### src/rtl/vc_pkg.sv
package vc_pkg;
  typedef enum logic [2:0] {
    INS_NONE  = 3'd0,
    INS_FREE  = 3'd1,
    INS_MERGE = 3'd2,
    INS_SWAP  = 3'd3,
    INS_EVICT = 3'd4
  } ins_kind_e;
endpackage

### src/rtl/vc_match.sv
module vc_match #(
  parameter int N  = 4,
  parameter int AW = 26,
  localparam int IW = (N > 1) ? $clog2(N) : 1
) (
  input  logic                 clk,
  input  logic                 rst_n,
  input  logic [N-1:0]         ent_vld,
  input  logic [N-1:0][AW-1:0] ent_tag,
  input  logic [AW-1:0]        key,
  output logic [N-1:0]         hit_vec,
  output logic                 hit_any,
  output logic [IW-1:0]        hit_idx
);
  genvar g;
  generate
    for (g = 0; g < N; g++) begin : g_cmp
      assign hit_vec[g] = ent_vld[g] && (ent_tag[g] == key);
    end
  endgenerate

  assign hit_any = |hit_vec;

  always_comb begin
    hit_idx = '0;
    for (int j = 0; j < N; j++) begin
      if (hit_vec[j]) hit_idx = hit_idx | IW'(j);
    end
  end

  // R8 keeps tags unique, so at most one slot can match
  assert_unique_tag_R8: assert property (@(posedge clk) disable iff (!rst_n)
    $onehot0(hit_vec));
endmodule

### src/rtl/vc_age.sv
module vc_age #(
  parameter int N = 4,
  localparam int IW = (N > 1) ? $clog2(N) : 1
) (
  input  logic          clk,
  input  logic          rst_n,
  input  logic          free_en,
  input  logic [IW-1:0] free_idx,
  input  logic          touch_en,
  input  logic [IW-1:0] touch_idx,
  output logic [IW-1:0] lru_idx
);
  localparam logic [IW-1:0] OLDEST = IW'(N - 1);

  logic [N-1:0][IW-1:0] age_q, age_mid, age_nxt;
  logic [N-1:0]         seen;

  // removal demotes the slot to oldest, closing the gap above it
  always_comb begin
    age_mid = age_q;
    if (free_en) begin
      for (int j = 0; j < N; j++) begin
        if (IW'(j) == free_idx) age_mid[j] = OLDEST;
        else if (age_q[j] > age_q[free_idx]) age_mid[j] = age_q[j] - 1'b1;
      end
    end
  end

  // insertion promotes the slot to newest, ageing everything younger
  always_comb begin
    age_nxt = age_mid;
    if (touch_en) begin
      for (int j = 0; j < N; j++) begin
        if (IW'(j) == touch_idx) age_nxt[j] = '0;
        else if (age_mid[j] < age_mid[touch_idx]) age_nxt[j] = age_mid[j] + 1'b1;
      end
    end
  end

  always_ff @(posedge clk) begin
    if (!rst_n) begin
      for (int j = 0; j < N; j++) age_q[j] <= IW'(j);
    end else begin
      age_q <= age_nxt;
    end
  end

  always_comb begin
    lru_idx = '0;
    for (int j = 0; j < N; j++) begin
      if (age_q[j] == OLDEST) lru_idx = IW'(j);
    end
  end

  always_comb begin
    seen = '0;
    for (int j = 0; j < N; j++) seen[age_q[j]] = 1'b1;
  end

  assert_age_perm_R6: assert property (@(posedge clk) disable iff (!rst_n)
    $countones(seen) == N);

  assert_touch_newest_R6: assert property (@(posedge clk) disable iff (!rst_n)
    touch_en |=> age_q[$past(touch_idx)] == '0);
endmodule

### src/rtl/vc_store.sv
module vc_store #(
  parameter int N  = 4,
  parameter int AW = 26,
  parameter int DW = 64,
  localparam int IW = (N > 1) ? $clog2(N) : 1
) (
  input  logic                 clk,
  input  logic                 rst_n,
  input  logic                 wr_en,
  input  logic [IW-1:0]        wr_idx,
  input  logic [AW-1:0]        wr_tag,
  input  logic [DW-1:0]        wr_data,
  input  logic                 wr_dirty,
  input  logic                 clr_en,
  input  logic [IW-1:0]        clr_idx,
  output logic [N-1:0]         vld,
  output logic [N-1:0]         dty,
  output logic [N-1:0][AW-1:0] tag,
  output logic [N-1:0][DW-1:0] dat
);
  logic [N-1:0]         vld_q, dty_q;
  logic [N-1:0][AW-1:0] tag_q;
  logic [N-1:0][DW-1:0] dat_q;

  always_ff @(posedge clk) begin
    if (!rst_n) begin
      vld_q <= '0;
      dty_q <= '0;
    end else begin
      if (clr_en) begin
        vld_q[clr_idx] <= 1'b0;
        dty_q[clr_idx] <= 1'b0;
      end
      if (wr_en) begin
        vld_q[wr_idx] <= 1'b1;
        dty_q[wr_idx] <= wr_dirty;
      end
    end
  end

  always_ff @(posedge clk) begin
    if (wr_en) begin
      tag_q[wr_idx] <= wr_tag;
      dat_q[wr_idx] <= wr_data;
    end
  end

  assign vld = vld_q;
  assign dty = dty_q;
  assign tag = tag_q;
  assign dat = dat_q;

  assert_freed_R3: assert property (@(posedge clk) disable iff (!rst_n)
    clr_en && !(wr_en && wr_idx == clr_idx) |=> !vld_q[$past(clr_idx)]);

  assert_written_R5: assert property (@(posedge clk) disable iff (!rst_n)
    wr_en |=> vld_q[$past(wr_idx)] && tag_q[$past(wr_idx)] == $past(wr_tag));
endmodule

### src/rtl/vc_wb.sv
module vc_wb #(
  parameter int AW = 26,
  parameter int DW = 64
) (
  input  logic          clk,
  input  logic          rst_n,
  input  logic          load,
  input  logic [AW-1:0] ld_addr,
  input  logic [DW-1:0] ld_data,
  input  logic          wb_ready,
  output logic          wb_valid,
  output logic [AW-1:0] wb_addr,
  output logic [DW-1:0] wb_data
);
  logic          v_q;
  logic [AW-1:0] a_q;
  logic [DW-1:0] d_q;

  always_ff @(posedge clk) begin
    if (!rst_n) v_q <= 1'b0;
    else if (load) v_q <= 1'b1;
    else if (wb_ready) v_q <= 1'b0;
  end

  always_ff @(posedge clk) begin
    if (load) begin
      a_q <= ld_addr;
      d_q <= ld_data;
    end
  end

  assign wb_valid = v_q;
  assign wb_addr  = a_q;
  assign wb_data  = d_q;

  assert_wb_hold_R9: assert property (@(posedge clk) disable iff (!rst_n)
    wb_valid && !wb_ready |=> wb_valid && $stable(wb_addr) && $stable(wb_data));

  assert_no_overwrite_R9: assert property (@(posedge clk) disable iff (!rst_n)
    load |-> !wb_valid || wb_ready);
endmodule

### src/rtl/victim_buffer.sv
module victim_buffer #(
  parameter int ENTRIES = 4,
  parameter int ADDR_W  = 26,
  parameter int DATA_W  = 64,
  localparam int IW = (ENTRIES > 1) ? $clog2(ENTRIES) : 1
) (
  input  logic              clk,
  input  logic              rst_n,
  input  logic              lk_valid,
  input  logic [ADDR_W-1:0] lk_addr,
  output logic              lk_hit,
  output logic [DATA_W-1:0] lk_data,
  output logic              lk_dirty,
  input  logic              in_valid,
  input  logic [ADDR_W-1:0] in_addr,
  input  logic [DATA_W-1:0] in_data,
  input  logic              in_dirty,
  output logic              acc_ready,
  output logic              wb_valid,
  input  logic              wb_ready,
  output logic [ADDR_W-1:0] wb_addr,
  output logic [DATA_W-1:0] wb_data
);
  import vc_pkg::*;

  logic [ENTRIES-1:0]             st_vld, st_dty;
  logic [ENTRIES-1:0][ADDR_W-1:0] st_tag;
  logic [ENTRIES-1:0][DATA_W-1:0] st_dat;

  logic [ENTRIES-1:0] lk_vec, in_vec;
  logic               lk_any, in_any;
  logic [IW-1:0]      lk_idx, in_idx, free_idx, lru_idx, wr_idx;
  logic               free_any, accept, wr_en, wr_dirty, clr_en, wb_load;
  ins_kind_e          kind;

  vc_match #(.N(ENTRIES), .AW(ADDR_W)) u_lk_match (
    .clk(clk), .rst_n(rst_n), .ent_vld(st_vld), .ent_tag(st_tag),
    .key(lk_addr), .hit_vec(lk_vec), .hit_any(lk_any), .hit_idx(lk_idx)
  );

  vc_match #(.N(ENTRIES), .AW(ADDR_W)) u_in_match (
    .clk(clk), .rst_n(rst_n), .ent_vld(st_vld), .ent_tag(st_tag),
    .key(in_addr), .hit_vec(in_vec), .hit_any(in_any), .hit_idx(in_idx)
  );

  // swap-out response, same cycle as the lookup
  assign lk_hit   = lk_valid && lk_any;
  assign lk_data  = lk_hit ? st_dat[lk_idx] : '0;
  assign lk_dirty = lk_hit && st_dty[lk_idx];

  assign acc_ready = !wb_valid || wb_ready;
  assign accept    = acc_ready && (lk_valid || in_valid);

  // lowest-numbered free slot
  always_comb begin
    free_idx = '0;
    for (int j = ENTRIES - 1; j >= 0; j--) begin
      if (!st_vld[j]) free_idx = IW'(j);
    end
  end
  assign free_any = !(&st_vld);

  always_comb begin
    if (!in_valid)     kind = INS_NONE;
    else if (in_any)   kind = INS_MERGE;
    else if (lk_hit)   kind = INS_SWAP;
    else if (free_any) kind = INS_FREE;
    else               kind = INS_EVICT;
  end

  always_comb begin
    unique case (kind)
      INS_MERGE: wr_idx = in_idx;
      INS_SWAP:  wr_idx = lk_idx;
      INS_FREE:  wr_idx = free_idx;
      default:   wr_idx = lru_idx;
    endcase
  end

  assign wr_en    = accept && in_valid;
  assign wr_dirty = in_dirty || (kind == INS_MERGE && st_dty[in_idx]);
  assign clr_en   = accept && lk_hit && (kind != INS_SWAP) &&
                    !(kind == INS_MERGE && in_idx == lk_idx);
  assign wb_load  = accept && (kind == INS_EVICT) && st_dty[lru_idx];

  vc_store #(.N(ENTRIES), .AW(ADDR_W), .DW(DATA_W)) u_store (
    .clk(clk), .rst_n(rst_n),
    .wr_en(wr_en), .wr_idx(wr_idx), .wr_tag(in_addr), .wr_data(in_data),
    .wr_dirty(wr_dirty), .clr_en(clr_en), .clr_idx(lk_idx),
    .vld(st_vld), .dty(st_dty), .tag(st_tag), .dat(st_dat)
  );

  vc_age #(.N(ENTRIES)) u_age (
    .clk(clk), .rst_n(rst_n),
    .free_en(clr_en), .free_idx(lk_idx),
    .touch_en(wr_en), .touch_idx(wr_idx),
    .lru_idx(lru_idx)
  );

  vc_wb #(.AW(ADDR_W), .DW(DATA_W)) u_wb (
    .clk(clk), .rst_n(rst_n), .load(wb_load),
    .ld_addr(st_tag[lru_idx]), .ld_data(st_dat[lru_idx]),
    .wb_ready(wb_ready), .wb_valid(wb_valid), .wb_addr(wb_addr), .wb_data(wb_data)
  );

  assert_swap_keeps_count_R4: assert property (@(posedge clk) disable iff (!rst_n)
    accept && kind == INS_SWAP |=> $countones(st_vld) == $past($countones(st_vld)));

  assert_evict_full_R6: assert property (@(posedge clk) disable iff (!rst_n)
    accept && kind == INS_EVICT |=> &st_vld);

  assert_stall_frozen_R10: assert property (@(posedge clk) disable iff (!rst_n)
    !acc_ready |=> $stable(st_vld) && $stable(st_dty));

  assert_wb_from_dirty_R7: assert property (@(posedge clk) disable iff (!rst_n)
    !wb_valid && wb_ready |=> !wb_valid || $past(accept && kind == INS_EVICT));
endmodule

### config.mk
export PLATFORM = sky130hd
export DESIGN_NAME = victim_buffer
export DESIGN_NICKNAME = d
export VERILOG_FILES = /design/src/rtl/vc_pkg.sv /design/src/rtl/vc_match.sv /design/src/rtl/vc_age.sv /design/src/rtl/vc_store.sv /design/src/rtl/vc_wb.sv /design/src/rtl/victim_buffer.sv
export SDC_FILE = /design/constraint.sdc
export NUM_CORES = 1
export LEC_CHECK = 0
export ABC_AREA = 1
export BUFFER_PORTS_ARGS = -buffer_cell sky130_fd_sc_hd__buf_2
export CAP_MARGIN = 20
export CORE_MARGIN = 5
export CORE_UTILIZATION = 25
export DETAILED_ROUTE_END_ITERATION = 6
export GPL_TIMING_DRIVEN = 1
export HOLD_SLACK_MARGIN = 0.1
export PLACE_DENSITY = 0.39
export SYNTH_ARGS = -nofsm -noshare
export SYNTH_HDL_FRONTEND = slang
export SYNTH_SLANG_ARGS = --single-unit
### constraint.sdc
create_clock -name clk -period 18.51 [get_ports clk]
set_input_delay 4.6275 -clock clk [delete_from_list [all_inputs] [get_ports clk]]
set_output_delay 4.6275 -clock clk [all_outputs]
set_load 0.01 [all_outputs]
==> run_results.csv, run 1 <==
group,metric,value,unit
run_status,status,"finished clean",
logic_synthesis,synth_area,0.0252,mm^2
timing,fin_crit_sh,68.0,%
setup_path,slowest_stage,"buf_4",
global_routing,grt_use_total,21.0,%
min_path,hold_path_class,"register to register",
logic_synthesis,ys_warn_count,0,
final_layout,instances_no_fill,4517,
global_routing,grt_pass1_vias,22117,
place,place_ws,5.95,ns
drt,vias,22546,
setup_path,reg2reg_from,"u_store.vld[3]",
global_routing,antenna_found_initial,26,
clock_network,path_clk_slew,0.05,ns
final_layout,nets,3311,
logic_synthesis,async_flop_share,0,%
run,maxCapViolCount,0,
logic_synthesis,synth_fp_nets,3063,
setup_path,end_kind,"primary output",
setup_path,cp-start-kind,"input port",
setup_path,cp_cell_sequence,"buf_2 -> xnor2_1 -> nand2_1 -> nor2_1 -> nand3b_2 -> inv_1 -> nand2_1 -> nor2_4 -> buf_4 -> a22oi_1 -> a31oi_1 -> buf_2",
logic_synthesis,syn-instance-count,2926,
die,fp-row-count,116,
die,start_util,25.2,%
drt,wl_per_cell,25.9,um
setup_path,crit_start,"lk_addr[10]",
min_path,min-delay-start,"u_store.dty[0]",
drt,dr.pass1.iters,6,
logic_synthesis,synth_top_area_cell,"edfxtp_1",
logic_synthesis,ys_ff_latch,467,
logic_synthesis,ys.flop_type,"edfxtp_1",
die,dieArea,0.107,mm^2
timing,rsz0062_at_grt,"no",
clock_network,cts_num_sinks,467,
drt,wl,117000,um
clock_network,clk_latency,0.66,ns
place,hpwlAfterDp,84500,um
global_routing,grt_max_degree,159,
timing,worst_pin_slew,1.10,ns
final_layout,final_common_cell,"nand2_1",
final_layout,areaGrowthSynthToFinish,18.0,%
die,io_pins,280,
timing,worst_slack,5.93,ns
timing,fin_skew,0.0283,ns
setup_path,r2r_slack,12.07,ns
clock_network,max-clock-path-buffers,3,
logic_synthesis,ys_types,51,
clock_network,cts_setup_buffers,0,
timing,fin_crit,12.58,ns
drt,drtAntennaViolNets,0,
clock_network,tritoncts,"done",
place,io_buffers,279,
clock_network,htreeDepth,2,
place,numPlacedInstances,4412,
logic_synthesis,yosysSeqAreaShare,55.0,%
logic_synthesis,synth_edf_count,450,
die,fp.coreArea,0.100,mm^2
power,power_density,119,mW/mm^2
clock_network,cts_resized,0,
drt,drcViolationCount,0,
timing,hold_viol_final,0,
setup_path,cp_data_required_time,13.88,ns
final_layout,final_layout_size_suffix_gt1_share,14.3,%
clock_network,ctsHoldBuffers,0,
clock_network,root_buffer,"clkbuf_16",
global_routing,overflow,0,
setup_path,cp_slowest_stage_delay,0.71,ns
die,dieWidth,328,um
setup_path,crit_arrival,7.96,ns
timing,relSlewSlack,26.9,%
setup_path,critPathKind,"input port to primary output",
final_layout,layout_common_cells,"nand2_1, edfxtp_1, nor2_1",
timing,finalSetupViolations,0,
logic_synthesis,synth_top_area_share,53.6,%
setup_path,worstPathMaxFanout,56,
logic_synthesis,synthTopCellsByArea,"edfxtp_1, nand2_1, nor2_1",
die,fp.dieH,328,um
timing,fin_hold_ws,0.506,ns
drt,dr.first_iter.drc_count,2029,
timing,tns,0,ns
place,place.gp.congestion,1.01,
power,p_total,3.54,mW
drt,via_per_inst,4.99,
power,peakVddDrop,0.213,mV
clock_network,cts-buffers-inserted,58,
timing,drv_slew,0,
timing,fmax,79.5,MHz
power,p_leak,12.0,nW
logic_synthesis,synth.avg_cell_area,8.61,um^2
global_routing,grt_pass1_wl,164000,um
final cells by class:
class | count | area (um^2)
repair buffers | 300 | 1570
well taps | 1298 | 1620
clock buffers | 76 | 1540
fillers | 10843 | 70400
flip-flops and latches | 467 | 13900
multi-input cells | 2089 | 9970
diodes | 5 | 12.5
clock inverters | 24 | 196
inverters | 258 | 982
flip-flops by register name, indices dropped and copies added, names as in the netlist:
register       flops
u_age.age_q        8
u_store.dat      256
u_store.dty        4
u_store.tag      104
u_store.vld        4
u_wb.wb_addr      26
u_wb.wb_data      64
u_wb.wb_valid      1
cells in the mapped netlist (all sizes together), types with 21 or more instances:
library cell / count
nand2: 884
edfxtp: 450
nor2: 424
inv: 256
o21ai: 178
nand3: 113
clkbuf: 91
o22ai: 91
a31oi: 65
a22oi: 64
nand4: 59
xnor2: 51
nor3: 37
a21oi: 33
a221oi: 23
buf: 21
critical path, delay by kind of cell:
kind | cells | cell delay [ns]
buffers and inverters | 4 | 1.14
and+or+nand+nor | 5 | 1.11
AOI/OAI and AO/OA | 2 | 0.53
xor gates and xnor gates | 1 | 0.44
stage by stage:
stage | util (%) | cell area, um^2
2_1_floorplan | - | 25200
3_3_place_gp | 28.0 | 28000
3_5_place_dp | 28.0 | 28000
4_1_cts | 29.7 | 29700
5_1_grt | 29.7 | 29700
6_report | 29.7 | 29700
where the power goes:
| part | switching (mW) | internal [mW] | total (mW) |
|---|---|---|---|
| Combinational | 0.806 | 0.283 | 1.09 |
| Clock | 0.468 | 0.596 | 1.06 |
| Sequential | 0.0645 | 1.32 | 1.39 |
| Total | 1.34 | 2.20 | 3.54 |
per-layer routing:
metal  vias up  wire (um)  global-route usage [%]  share of wire (%)
li1      10511          -                       -                  -
met1     11052      52100                    28.3                 44
met2       784      53200                    34.0                 45
met3       177       7710                    4.57                6.6
met4        22       4050                    6.65                3.5
met5         -        144                       0               0.12
cells by family (layout without fill, tap and decap cells):
| family | after synthesis | count (layout) | synth area share (%) |
|---|---|---|---|
| xor+xnor | 64 | 64 | 2.28 |
| fa+ha+maj | 15 | 15 | 0.745 |
| flops | 467 | 467 | 55.0 |
| compound gates | 466 | 466 | 11.3 |
| buf+inv | 370 | 658 | 5.71 |
| other cells | 0 | 5 | 0 |
| simple gates | 1544 | 1544 | 25.0 |
path summary, 6_finish.rpt:
kind | depth (start not counted) | endpoint
setup / recovery | 12 | lk_data[23]
hold / removal | 2 | u_store.dty[0]
setup reg to reg | 28 | u_age.age_q[3]
hold reg to reg | 2 | u_store.dty[0]
(Power assumes the default switching activity.)
==> inputs of run 2 (changes only) <==
--- a/config.mk
+++ b/config.mk
@@ -5,7 +5,7 @@
 export SDC_FILE = /design/constraint.sdc
 export NUM_CORES = 1
 export LEC_CHECK = 0
-export ABC_AREA = 1
+export ABC_AREA = 0
 export BUFFER_PORTS_ARGS = -buffer_cell sky130_fd_sc_hd__buf_2
 export CAP_MARGIN = 20
 export CORE_MARGIN = 5
==> constraint.sdc (replaced) <==
create_clock -name clk -period 13 [get_ports clk]
set_input_delay 3.25 -clock clk [delete_from_list [all_inputs] [get_ports clk]]
set_output_delay 3.25 -clock clk [all_outputs]
set_load 0.01 [all_outputs]
==> run_results.csv, run 2 <==
group,metric,value,unit
global_routing,grt_pass1_wl,117000,um
logic_synthesis,synth_top_family_by_area,"simple AND/OR/NAND/NOR gates",
min_path,min-delay-start,"u_store.dat[249]",
run,maxCapViolCount,0,
timing,drv_slew,0,
timing,fin_hold_ws,0.566,ns
place,place.gp.congestion,0.896,
drt,wl_per_cell,24.3,um
power,p_sw,1.46,mW
timing,fmax,100,MHz
logic_synthesis,ys_types,64,
drt,dr.first_iter.drc_count,845,
timing,finalSetupViolations,0,
setup_path,r2r_end,"u_age.age_q[1]",
logic_synthesis,syn-instance-count,1894,
logic_synthesis,synth_edf_count,450,
global_routing,antenna_found_initial,10,
logic_synthesis,yosysSeqAreaShare,62.0,%
power,swShare,32.3,%
setup_path,reg2reg_from,"u_store.tag[65]",
global_routing,overflow,0,
logic_synthesis,synth_fp_nets,2031,
logic_synthesis,synth_xor_area_share,8.35,%
die,fp.coreArea,0.0885,mm^2
place,io_buffers,279,
drt,drtAntennaViolNets,0,
power,p_total,4.52,mW
die,dieWidth,309,um
logic_synthesis,synth-simple-area-share,11.2,%
setup_path,r2r_slack,6.47,ns
timing,fin_crit,9.96,ns
setup_path,end_kind,"primary output",
final_layout,utilization,30.1,%
run_status,status,"finished clean",
power,combPwrFrac,23.8,%
final_layout,instances_no_fill,3334,
power,power_density,170,mW/mm^2
logic_synthesis,synth-compound-area-share,10.6,%
global_routing,grt_max_degree,97,
place,place_ws,3.00,ns
final_layout,largest_reg_flops,256,
die,dieArea,0.0954,mm^2
place,placed_cell_area,0.0250,mm^2
logic_synthesis,ys_ff_latch,467,
drt,drcViolationCount,0,
power,peakVddDrop,0.0922,mV
die,io_pins,280,
final_layout,fin_area,0.0267,mm^2
timing,rsz0062_at_grt,"no",
min_path,min_path_cells,2,
logic_synthesis,synth_top_area_share,60.5,%
timing,relSlewSlack,19.7,%
timing,hold_viol_final,0,
clock_network,ctsHoldBuffers,0,
clock_network,cts_num_sinks,467,
logic_synthesis,synth_most_common_cell,"edfxtp_1",
drt,via_per_inst,4.77,
logic_synthesis,synth_top_area_cell,"edfxtp_1",
logic_synthesis,synthTopCellsByCount,"edfxtp_1, nand2_1, nor2_1",
final_layout,areaGrowthSynthToFinish,19.5,%
min_path,hold_path_class,"register to register",
logic_synthesis,ys_warn_count,0,
setup_path,cp_slowest_stage_delay,0.72,ns
timing,worst_slack,3.04,ns
drt,dr.pass1.iters,5,
setup_path,crit_top_cell,"buf_2",
power,p_leak,9.13,nW
die,fp-row-count,109,
setup_path,cp_data_required_time,9.75,ns
power,clock_power_share,32.7,%
setup_path,cp-start-kind,"input port",
logic_synthesis,synth_mux_area_share,4.44,%
logic_synthesis,synthAdderAreaFrac,0.840,%
place,numPlacedInstances,3230,
logic_synthesis,synth_area,0.0223,mm^2
logic_synthesis,synth.avg_cell_area,11.8,um^2
final_layout,nets,2260,
drt,wl,81100,um
logic_synthesis,async_flop_share,0,%
global_routing,grt_use_total,16.6,%
setup_path,slowest_stage,"or4_1",
clock_network,path_clk_slew,0.06,ns
setup_path,critPathKind,"input port to primary output",
clock_network,cts-buffers-inserted,55,
die,fp.dieH,309,um
setup_path,ff2ff_path_depth,22,
global_routing,grt_pass1_vias,16629,
place,hpwlAfterDp,53900,um
clock_network,htreeDepth,2,
power,internal_power,3.06,mW
clock_network,tritoncts,"done",
clock_network,clk_latency,0.62,ns
clock_network,cts_resized,0,
clock_network,cts_setup_buffers,0,
setup_path,crit_arrival,6.71,ns
final_layout,final_layout_size_suffix_gt1_share,18.4,%
clock_network,root_buffer,"clkbuf_16",
final_layout,final_common_cell,"edfxtp_1",
timing,fin_crit_sh,76.6,%
min_path,holdPathEnd,"u_wb.wb_data[57]",
die,start_util,25.2,%
drt,vias,15916,
logic_synthesis,synthTopCellsByArea,"edfxtp_1, xnor2_1, mux2i_1",
clock_network,max-clock-path-buffers,3,
final_layout,fillers,8992,
power,seqPwrFrac,43.5,%
timing,fin_skew,0.0262,ns
setup_path,cp_cell_sequence,"buf_2 -> xor2_1 -> nor4_1 -> nand4_1 -> or4_1 -> nand2_4 -> buf_4 -> a21oi_1 -> a221oi_1 -> nor2_1 -> buf_2",
setup_path,crit_start,"lk_addr[7]",
timing,worst_pin_slew,1.19,ns
logic_synthesis,ys.flop_type,"edfxtp_1",
final_layout,layout_common_cells,"edfxtp_1, buf_2, nand2_1",
timing,tns,0,ns
setup_path,worstPathMaxFanout,39,
run 2: cell types whose count changed after synthesis, moves of 40 or more:
| cell | delta |
|---|---|
| nand2_1 | -627 |
| nor2_1 | -238 |
| inv_1 | -197 |
| a21oi_1 | +135 |
| xnor2_1 | +119 |
| nand3_1 | -101 |
| mux2i_1 | +99 |
| o22ai_1 | -85 |
| o21ai_0 | -72 |
| a22oi_1 | -63 |
| a31oi_1 | -63 |
| a221oi_1 | +42 |
| inv_2 | -40 |
run 2: power groups by stage:
stage / Combinational (mW) / Clock, mW / Sequential, mW
floorplan: 0.718 / 0 / 1.97
global placement: 1.11 / 0 / 2.00
detailed placement: 1.10 / 0 / 2.00
CTS: 1.11 / 1.53 / 1.97
global route: 1.22 / 1.59 / 1.98
finish: 1.08 / 1.48 / 1.97
run 2: how the worst max path moves through the flow:
stage                      end  slack [ns]  cells past startpoint
2_1_floorplan  u_wb.wb_addr[0]        1.33                     10
3_3_place_gp       lk_data[49]        2.99                     11
3_5_place_dp       lk_data[49]        3.00                     11
4_1_cts            lk_data[49]        2.98                     11
5_1_grt            lk_data[49]        2.79                     11
6_report           lk_data[25]        3.04                     11
run 2: final cells by class:
type / instances / area, um^2 / share of cell area [%]
inverters: 19 / 76.3 / 0.286
flip-flops and latches: 467 / 13900 / 51.9
clock inverters: 31 / 236 / 0.886
well taps: 1165 / 1460 / 5.46
multi-input cells: 1278 / 8000 / 30.0
repair buffers: 302 / 1600 / 6.00
clock buffers: 69 / 1450 / 5.44
diodes: 3 / 7.51 / 0.0281
run 2: kinds of logic (layout without fill, tap and decap cells):
group           after synthesis  count (layout)
other cells                   0               3
flops                       467             467
mux                          99              99
xor+xnor                    213             213
compound gates              384             384
simple gates                567             567
buf+inv                     149             421
fa+ha+maj                    15              15
run 2: metal layers:
layer  global-route usage [%]  routed length, um  vias to the layer above
met1                     22.3              36800                     8022
met5                        0                 50                        -
li1                         -                  -                     7446
met4                     3.23               1320                        8
met3                     3.20               3890                       91
met2                     28.2              39000                      349
run 2: worst max-delay path, delay by kind of cell:
kind / cells / cell delay, ns
xor+xnor: 1 / 0.22
simple gates: 5 / 1.78
compound gates: 2 / 0.50
buf+inv: 3 / 0.83
==> inputs of run 3 (changes only) <==
==> constraint.sdc (replaced) <==
create_clock -name clk -period 9.9 [get_ports clk]
set_input_delay 2.475 -clock clk [delete_from_list [all_inputs] [get_ports clk]]
set_output_delay 2.475 -clock clk [all_outputs]
set_load 0.01 [all_outputs]
==> run_results.csv, run 3 (synthesized netlist as in run 2, its figures left out) <==
group,metric,value,unit
run_status,status,"finished clean",
setup_path,cp_data_required_time,7.43,ns
die,fp.dieH,309,um
setup_path,crit_arrival,6.31,ns
global_routing,grt_use_total,16.6,%
global_routing,grt_pass1_wl,117000,um
die,io_pins,280,
power,p_leak,9.21,nW
timing,worst_slack,1.12,ns
global_routing,grt_max_degree,81,
clock_network,path_clk_slew,0.06,ns
clock_network,cts-buffers-inserted,57,
drt,dr.first_iter.drc_count,1112,
timing,drv_slew,0,
global_routing,overflow,0,
timing,worst_pin_slew,1.04,ns
clock_network,clk_latency,0.62,ns
timing,fmax,114,MHz
timing,fin_crit,8.78,ns
place,place_ws,1.13,ns
setup_path,end_kind,"primary output",
power,peakVddDrop,0.121,mV
drt,dr.pass1.iters,5,
timing,fin_crit_sh,88.7,%
setup_path,cp-start-kind,"input port",
timing,finalSetupViolations,0,
drt,wl,81500,um
clock_network,ctsHoldBuffers,0,
timing,relSlewSlack,29.9,%
final_layout,nets,2266,
place,hpwlAfterDp,54300,um
final_layout,largest_reg_flops,256,
clock_network,cts_num_sinks,467,
setup_path,worstPathMaxFanout,39,
die,dieArea,0.0954,mm^2
final_layout,areaGrowthSynthToFinish,20.2,%
final_layout,final_layout_size_suffix_gt1_share,18.6,%
global_routing,grt_pass1_vias,16520,
clock_network,max-clock-path-buffers,3,
power,power_density,224,mW/mm^2
final_layout,regArea,0.0139,mm^2
global_routing,antenna_found_initial,16,
die,fp-row-count,109,
drt,wl_per_cell,24.4,um
setup_path,critPathKind,"input port to primary output",
clock_network,tritoncts,"done",
place,io_buffers,279,
die,start_util,25.2,%
die,dieWidth,309,um
run,maxCapViolCount,0,
clock_network,root_buffer,"clkbuf_16",
drt,drtAntennaViolNets,0,
timing,fin_skew,0.0299,ns
final_layout,multiInputGateArea,0.00800,mm^2
power,p_total,6.03,mW
drt,via_per_inst,4.78,
drt,drcViolationCount,0,
place,place.gp.congestion,0.907,
min_path,hold_path_class,"register to register",
timing,tns,0,ns
clock_network,cts_resized,0,
clock_network,htreeDepth,2,
final_layout,final_common_cell,"edfxtp_1",
die,fp.coreArea,0.0885,mm^2
timing,rsz0062_at_grt,"no",
final_layout,fillers,9065,
drt,vias,15983,
clock_network,cts_setup_buffers,0,
timing,hold_viol_final,0,
final_layout,layout_common_cells,"edfxtp_1, buf_2, nand2_1",
[run 3: changes by cell type in the layout (fill, tap and decap cells not counted), moves of 2 or more]
cell | before | now
buf_12 | 1 | 6
clkbuf_1 | 13 | 17
clkinv_1 | 15 | 12
bufinv_16 | 3 | 5
[run 3: final timing paths]
| path | start | end | slack [ns] | cells after the start |
|---|---|---|---|---|
| setup / recovery | lk_addr[25] | lk_data[4] | 1.12 | 11 |
| hold / removal | u_store.dat[209] | u_wb.wb_data[17] | 0.56 | 2 |
| setup reg to reg | u_store.tag[77] | u_age.age_q[1] | 3.25 | 21 |
| hold reg to reg | u_store.dat[209] | u_wb.wb_data[17] | 0.56 | 2 |
[run 3: metal layers]
| metal | vias to the layer above | global-route usage (%) | wire, um |
|---|---|---|---|
| li1 | 7458 | - | - |
| met1 | 7989 | 23.0 | 37200 |
| met2 | 428 | 27.4 | 38400 |
| met3 | 98 | 2.98 | 4200 |
| met4 | 10 | 3.93 | 1620 |
| met5 | - | 0 | 67 |
[run 3: cell type report]
cell class,instances,share of cell area (%)
flip-flops and latches,467,51.6
multi-input cells,1278,29.8
repair buffers,306,6.23
clock buffers,74,5.55
well taps,1165,5.43
clock inverters,29,1.07
inverters,19,0.284
diodes,4,0.0373
[run 3: per-stage QoR]
stage / util (%) / hold slack (ns) / cells / cell area, um^2
global route: 30.3 / 0.580 / 3341 / 26800
detailed placement: 28.3 / 0.547 / 3235 / 25100
finish: 30.3 / 0.556 / 3342 / 26900
global placement: 28.3 / 0.541 / 3235 / 25100
floorplan: - / 0.491 / 1894 / 22300
CTS: 30.3 / 0.557 / 3338 / 26800
[run 3: power breakdown]
group	internal [mW]	leakage, nW	total [mW]	switching [mW]
Combinational	0.465	4.09	1.42	0.953
Sequential	2.45	4.26	2.58	0.131
Clock	1.18	0.862	2.02	0.841
Total	4.10	9.21	6.03	1.92
[run 3: critical path: stages]
cell and delay [ns]:
buf_2 0.14, xnor2_1 0.42, nand4_1 0.15, nor4_1 0.85, nand2_1 0.37, nand2_4 0.52
buf_4 0.61, a21oi_1 0.08, a221oi_1 0.42, nor2_1 0.07, buf_2 0.16
